$ cat src/rtl/vx_pkg.sv
package vx_pkg;
  localparam int unsigned VA_W     = 16;
  localparam int unsigned PA_W     = 22;
  localparam int unsigned PAGE_W   = 3;
  localparam int unsigned OFF_W    = 6;
  localparam int unsigned BLK_W    = VA_W - PAGE_W - OFF_W;
  localparam int unsigned BASE_W   = PA_W - OFF_W;
  localparam int unsigned NARROW_W = 12;
  localparam int unsigned DESC_W   = 16;
  localparam int unsigned N_LVL    = 3;
  localparam int unsigned N_SPACE  = 2;
  localparam int unsigned N_PAGES  = 1 << PAGE_W;
  localparam int unsigned N_BANKS  = N_LVL * N_SPACE;
  localparam int unsigned BANK_W   = $clog2(N_BANKS);
  localparam int unsigned ENT_W    = BANK_W + PAGE_W;

  typedef enum logic [1:0] {
    LVL_KERN = 2'b00,
    LVL_SUPV = 2'b01,
    LVL_RSVD = 2'b10,
    LVL_USER = 2'b11
  } lvl_e;
endpackage

$ cat src/rtl/vx_bank_sel.sv
module vx_bank_sel
  import vx_pkg::*;
(
  input  logic [1:0]       mode_i,
  input  logic             dspace_i,
  input  logic [N_LVL-1:0] dspace_en_i,
  output logic [BANK_W-1:0] bank_o,
  output logic             valid_o
);
  logic [1:0] lvl_idx;
  logic       use_d;

  always_comb begin
    valid_o = 1'b1;
    unique case (lvl_e'(mode_i))
      LVL_KERN: lvl_idx = 2'd0;
      LVL_SUPV: lvl_idx = 2'd1;
      LVL_USER: lvl_idx = 2'd2;
      default: begin
        lvl_idx = 2'd0;
        valid_o = 1'b0;
      end
    endcase
    use_d  = dspace_i & dspace_en_i[lvl_idx];
    bank_o = BANK_W'({lvl_idx, 1'b0}) | BANK_W'(use_d);
  end
endmodule

$ cat src/rtl/vx_page_regs.sv
module vx_page_regs
  import vx_pkg::*;
#(
  parameter int unsigned N_ENT = N_BANKS * N_PAGES,
  parameter int unsigned IDX_W = ENT_W
) (
  input  logic              clk_i,
  input  logic              rst_ni,
  input  logic              wr_en_i,
  input  logic              wr_sel_i,
  input  logic [IDX_W-1:0]  wr_idx_i,
  input  logic [DESC_W-1:0] wr_data_i,
  input  logic [IDX_W-1:0]  rd_idx_i,
  output logic [BASE_W-1:0] rd_base_o,
  output logic [DESC_W-1:0] rd_desc_o
);
  logic [BASE_W-1:0] base_q [N_ENT];
  logic [DESC_W-1:0] desc_q [N_ENT];

  for (genvar e = 0; e < N_ENT; e++) begin : g_ent
    logic hit;
    assign hit = wr_en_i && (wr_idx_i == IDX_W'(e));
    always_ff @(posedge clk_i or negedge rst_ni) begin
      if (!rst_ni) begin
        base_q[e] <= '0;
        desc_q[e] <= '0;
      end else if (hit) begin
        if (wr_sel_i) desc_q[e] <= wr_data_i;
        else          base_q[e] <= BASE_W'(wr_data_i);
      end
    end
  end

  always_comb begin
    rd_base_o = '0;
    rd_desc_o = '0;
    if (32'(rd_idx_i) < N_ENT) begin
      rd_base_o = base_q[rd_idx_i];
      rd_desc_o = desc_q[rd_idx_i];
    end
  end
endmodule

$ cat src/rtl/vx_reloc.sv
module vx_reloc
  import vx_pkg::*;
(
  input  logic [VA_W-1:0]   va_i,
  input  logic [BASE_W-1:0] base_i,
  input  logic              en_i,
  input  logic              valid_i,
  input  logic              map22_i,
  output logic [PA_W-1:0]   pa_o
);
  localparam int unsigned HI_W = BASE_W - NARROW_W;

  logic [BLK_W-1:0]    blk;
  logic [OFF_W-1:0]    off;
  logic [BASE_W-1:0]   base_eff;
  logic [BASE_W-1:0]   blk_sum;

  assign blk      = va_i[OFF_W +: BLK_W];
  assign off      = va_i[OFF_W-1:0];
  assign base_eff = map22_i ? base_i : {{HI_W{1'b0}}, base_i[NARROW_W-1:0]};
  assign blk_sum  = base_eff + BASE_W'(blk);

  always_comb begin
    if (!en_i)        pa_o = PA_W'(va_i);
    else if (!valid_i) pa_o = '0;
    else if (map22_i) pa_o = {blk_sum, off};
    else              pa_o = {{HI_W{1'b0}}, blk_sum[NARROW_W-1:0], off};
  end
endmodule

$ cat src/rtl/vaddr_xlat.sv
module vaddr_xlat
  import vx_pkg::*;
(
  input  logic              clk_i,
  input  logic              rst_ni,
  input  logic [VA_W-1:0]   va_i,
  input  logic [1:0]        mode_i,
  input  logic              dspace_i,
  input  logic              xlat_en_i,
  input  logic              map22_i,
  input  logic [N_LVL-1:0]  dspace_en_i,
  input  logic              wr_en_i,
  input  logic [1:0]        wr_mode_i,
  input  logic              wr_dspace_i,
  input  logic [PAGE_W-1:0] wr_page_i,
  input  logic              wr_sel_i,
  input  logic [DESC_W-1:0] wr_data_i,
  output logic [PA_W-1:0]   pa_o,
  output logic [DESC_W-1:0] desc_o
);
  logic [BANK_W-1:0] rd_bank, wr_bank;
  logic              rd_valid, wr_valid;
  logic [BASE_W-1:0] sel_base;
  logic [DESC_W-1:0] sel_desc;

  vx_bank_sel u_rd_sel (
    .mode_i     (mode_i),
    .dspace_i   (dspace_i),
    .dspace_en_i(dspace_en_i),
    .bank_o     (rd_bank),
    .valid_o    (rd_valid)
  );

  // write side always addresses the bank named, regardless of enables
  vx_bank_sel u_wr_sel (
    .mode_i     (wr_mode_i),
    .dspace_i   (wr_dspace_i),
    .dspace_en_i({N_LVL{1'b1}}),
    .bank_o     (wr_bank),
    .valid_o    (wr_valid)
  );

  vx_page_regs u_regs (
    .clk_i    (clk_i),
    .rst_ni   (rst_ni),
    .wr_en_i  (wr_en_i && wr_valid),
    .wr_sel_i (wr_sel_i),
    .wr_idx_i ({wr_bank, wr_page_i}),
    .wr_data_i(wr_data_i),
    .rd_idx_i ({rd_bank, va_i[VA_W-1 -: PAGE_W]}),
    .rd_base_o(sel_base),
    .rd_desc_o(sel_desc)
  );

  vx_reloc u_reloc (
    .va_i   (va_i),
    .base_i (sel_base),
    .en_i   (xlat_en_i),
    .valid_i(rd_valid),
    .map22_i(map22_i),
    .pa_o   (pa_o)
  );

  assign desc_o = (xlat_en_i && rd_valid) ? sel_desc : '0;
endmodule

$ cat config.mk
export PLATFORM = sky130hd
export DESIGN_NAME = vaddr_xlat
export DESIGN_NICKNAME = d
export VERILOG_FILES = /design/src/rtl/vx_pkg.sv /design/src/rtl/vx_bank_sel.sv /design/src/rtl/vx_page_regs.sv /design/src/rtl/vx_reloc.sv /design/src/rtl/vaddr_xlat.sv
export SDC_FILE = /design/constraint.sdc
export NUM_CORES = 2
export LEC_CHECK = 0
export BUFFER_PORTS_ARGS = -buffer_cell sky130_fd_sc_hd__buf_2
export CORE_UTILIZATION = 45
export CTS_CLUSTER_SIZE = 30
export DETAILED_ROUTE_END_ITERATION = 6
export GPL_TIMING_DRIVEN = 0
export HOLD_SLACK_MARGIN = 0.05
export MAX_ROUTING_LAYER = met4
export PLACE_DENSITY = 0.65
export SLEW_MARGIN = 20
export SYNTH_ARGS = -nofsm -noshare
export SYNTH_HDL_FRONTEND = slang
export SYNTH_SLANG_ARGS = --single-unit
$ cat constraint.sdc
create_clock -name clk_i -period 17.73 [get_ports clk_i]
set_clock_uncertainty 0.1 [all_clocks]
set_input_delay 3.546 -clock clk_i [delete_from_list [all_inputs] [get_ports clk_i]]
set_output_delay 3.546 -clock clk_i [all_outputs]
set_load 0.01 [all_outputs]
==> qor.yml <==
routing:
  finalWirelength_um: 229000
  vias: 42600
  routedWlPerCell_um: 33.5
  drtPass1Iterations: 6
  viasPerCell: 6.24
  antenna_left: 0
  drt_iter0_markers: 4334
  drc: 0
timing:
  setup_violations: 0
  period_needed_ps: 14100
  max_freq_mhz: 70.9
  setup-tns-final_ps: 0
  drv_slew: 0
  relSlewSlack_pct: 14.6
  rsz0062_at_grt: "false"
  worst_pin_slew_ps: 1280
  fin_crit_sh_pct: 79.5
  holdWs_ps: 398
  hold_viol_final: 0
synth:
  synth_edf_count: 0
  synth_xor_area_share_pct: 0.112
  synth_compound_area_share_pct: 1.38
  synth-seq-cells: 1536
  yosys-top-cells-area: "dfrtp_1, mux2_2, mux4_2"
  syn_nets: 4462
  synth.yosys.seq_area_share_pct: 54.6
  synth_top_family_by_area: "multiplexers"
  yosysWarnings: 0
  yosysTopAreaCellShare_pct: 54.6
  synthDistinctLibCells: 57
  syn_area_um2: 70500
  synth_fa_ha_area_share_pct: 0.153
  synth_common_cells: "mux2_2, dfrtp_1, mux4_2"
  synthesis.instances: 4404
  ys.flop_type: "dfrtp_1"
  synthMuxAreaShare_pct: 39.6
  synth_largest_area_cell: "dfrtp_1"
  ys_async_sr_fraction_pct: 100
  yosysMostFrequentCell: "mux2_2"
  syn_avg_cell_area_um2: 16.0
  synthSimpleGateAreaFrac_pct: 1.58
pwr:
  power.switching_w: 0.00212
  clkPwrFrac_pct: 42.2
  power_leakage_nw: 37.5
  ir_worst_vdd_mv: 0.0872
  p_int_w: 0.00634
  power.density_nw_per_um2: 107
  p_seq_share_pct: 46.5
  p_comb_share_pct: 11.3
  swShare_pct: 25.1
  total_power_w: 0.00847
clock_tree:
  cts_tree: "yes"
  cts_setup_buffers: 0
  clk_pin_slew_ps: 50
  cts_buffer_depth: 3
  cts.sinks: 1536
  worstSkewPairLatency_ps: 800
  cts_buffers: 165
  cts-hold-fix-buffers: 0
  cts_root_buf: "clkbuf_16"
  cts_resized: 0
  cts_max_level: 4
worst_setup_path:
  end_kind: "output port"
  worst_ep_arrival_time_ps: 10450
  cp_max_fo: 10
  start_kind: "input pin"
  cp.required_ps: 14080
  crit_type: "in2out"
global_route:
  grt.busiest_layer: "met2"
  gr-usage-met2_pct: 44.4
  antenna_found_initial: 17
  track_usage_pct: 30.2
  grt-ovfl-total: 0
  met3_usage_pct: 7.38
  met1_usage_pct: 41.3
  grt_pass1_wl_um: 327000
  grt_pass1_vias: 43000
  grt_start_max_net_pins: 138
layout:
  fin_nets: 4703
  instances_no_fill: 6823
  drive_gt1_share_pct: 50.6
  area_delta_synth_final_pct: 12.5
die:
  fp-row-count: 144
  fp.coreArea_um2: 155000
  die_y_um: 398
  initial_utilization_pct: 45.5
  die-area_um2: 158000
  pin_count: 88
  dieWidth_um: 398
worst_hold_path:
  hold_class: "reg2reg"
place:
  place_congestion: 1.07
  dp.final_hpwl_um: 168000
  dp_cells: 6522
  portBuffers: 59
outcome:
  run_status: "complete, no violations"
run:
  timing.max_cap.violations: 0
flip-flops by register name, indices dropped and copies added (netlist names):
| register | cells |
|---|---|
| u_regs.base_q | 768 |
| u_regs.desc_q | 768 |
worst max-delay path, cell delays in order:
cell and delay [ps]:
clkbuf_1 270, o21ai_0 150, a21oi_1 940, buf_2 690, clkbuf_1 950, mux4_2 410, mux2i_1 70, o21ai_1 580
ha_1 300, inv_1 60, fa_1 430, nor2b_1 120, o21ai_0 90, a21boi_0 270, o21a_1 200, o21ai_2 220
a2111oi_4 490, nand2_1 110, mux2_1 330, buf_2 140
power by group through the flow:
| stage | sequential [W] | clock (W) | combinational (W) |
|---|---|---|---|
| after CTS | 0.00393 | 0.00361 | 0.000953 |
| after detailed placement | 0.00399 | 0 | 0.000950 |
| after floorplan | 0.00394 | 0 | 0.000601 |
| final | 0.00393 | 0.00357 | 0.000960 |
| after global placement | 0.00399 | 0 | 0.000919 |
| after global routing | 0.00396 | 0.00375 | 0.00101 |
area by class of cell:
class	instances	area, um2
multi-input combinational	2455	30200
sequential	1536	38400
clock buffer	243	4860
inverter	13	48.8
tap	2044	2560
clock inverter	51	692
timing repair buffer	74	663
fill	12900	75500
buffer	400	1820
antenna	7	17.5
metal layers:
| layer | up-vias | routed length [um] |
|---|---|---|
| met5 | - | 0 |
| met4 | 0 | 7990 |
| met3 | 411 | 19400 |
| met2 | 1789 | 104000 |
| met1 | 23400 | 97300 |
| li1 | 17000 | - |
final timing paths:
kind / startpoint / endpoint / slack, ps / cells past startpoint
max in group asynchronous: rst_ni / u_regs.base_q[396]$_DFFE_PN0P_ / 12210 / 5
worst max register to register: u_regs.desc_q[741]$_DFFE_PN0P_ / u_regs.desc_q[741]$_DFFE_PN0P_ / 16760 / 1
worst min-delay path: u_regs.desc_q[471]$_DFFE_PN0P_ / u_regs.desc_q[471]$_DFFE_PN0P_ / 400 / 1
worst min register to register: u_regs.desc_q[471]$_DFFE_PN0P_ / u_regs.desc_q[471]$_DFFE_PN0P_ / 400 / 1
min in group asynchronous: rst_ni / u_regs.desc_q[67]$_DFFE_PN0P_ / 2500 / 1
worst max-delay path: dspace_i / pa_o[20] / 3630 / 20
layout by cell type, fill, tap and decap left out, drive strengths merged, types with 3 or more instances in the layout:
cell type	instances
a22oi	43
clkinvlp	3
a21o	8
clkinv	25
mux4	425
ha	7
nand2b	7
o21ai	18
a22o	5
clkbuf	540
a32oi	5
xor2	5
dfrtp	1536
nand4	6
nor2	84
nor3	13
a21oi	28
o22ai	12
nand2	95
xnor2	4
inv	22
bufinv	14
diode	7
o221ai	3
or2	4
mux2	1558
a211oi	4
buf	177
mux2i	73
and2	9
nor4	6
nand3	9
nor2b	7
through the flow:
stage          setup slack (ps)  utilization [%]  area [um2]
2_1_floorplan              6330                -       70500
3_3_place_gp             -21380             47.4       73300
3_5_place_dp               3740             47.6       73700
4_1_cts                    3740             51.2       79300
5_1_grt                    3400             51.2       79300
6_report                   3630             51.2       79300
cell families (layout without fill, tap and decap cells):
group	Yosys count	in the layout
other cells	0	7
buf+inv	413	781
fa+ha+maj	8	8
flops	1536	1536
mux	2056	2056
xor+xnor	9	9
compound gates	139	139
simple gates	243	243
Note: power is estimated with default switching activity, not from simulation.
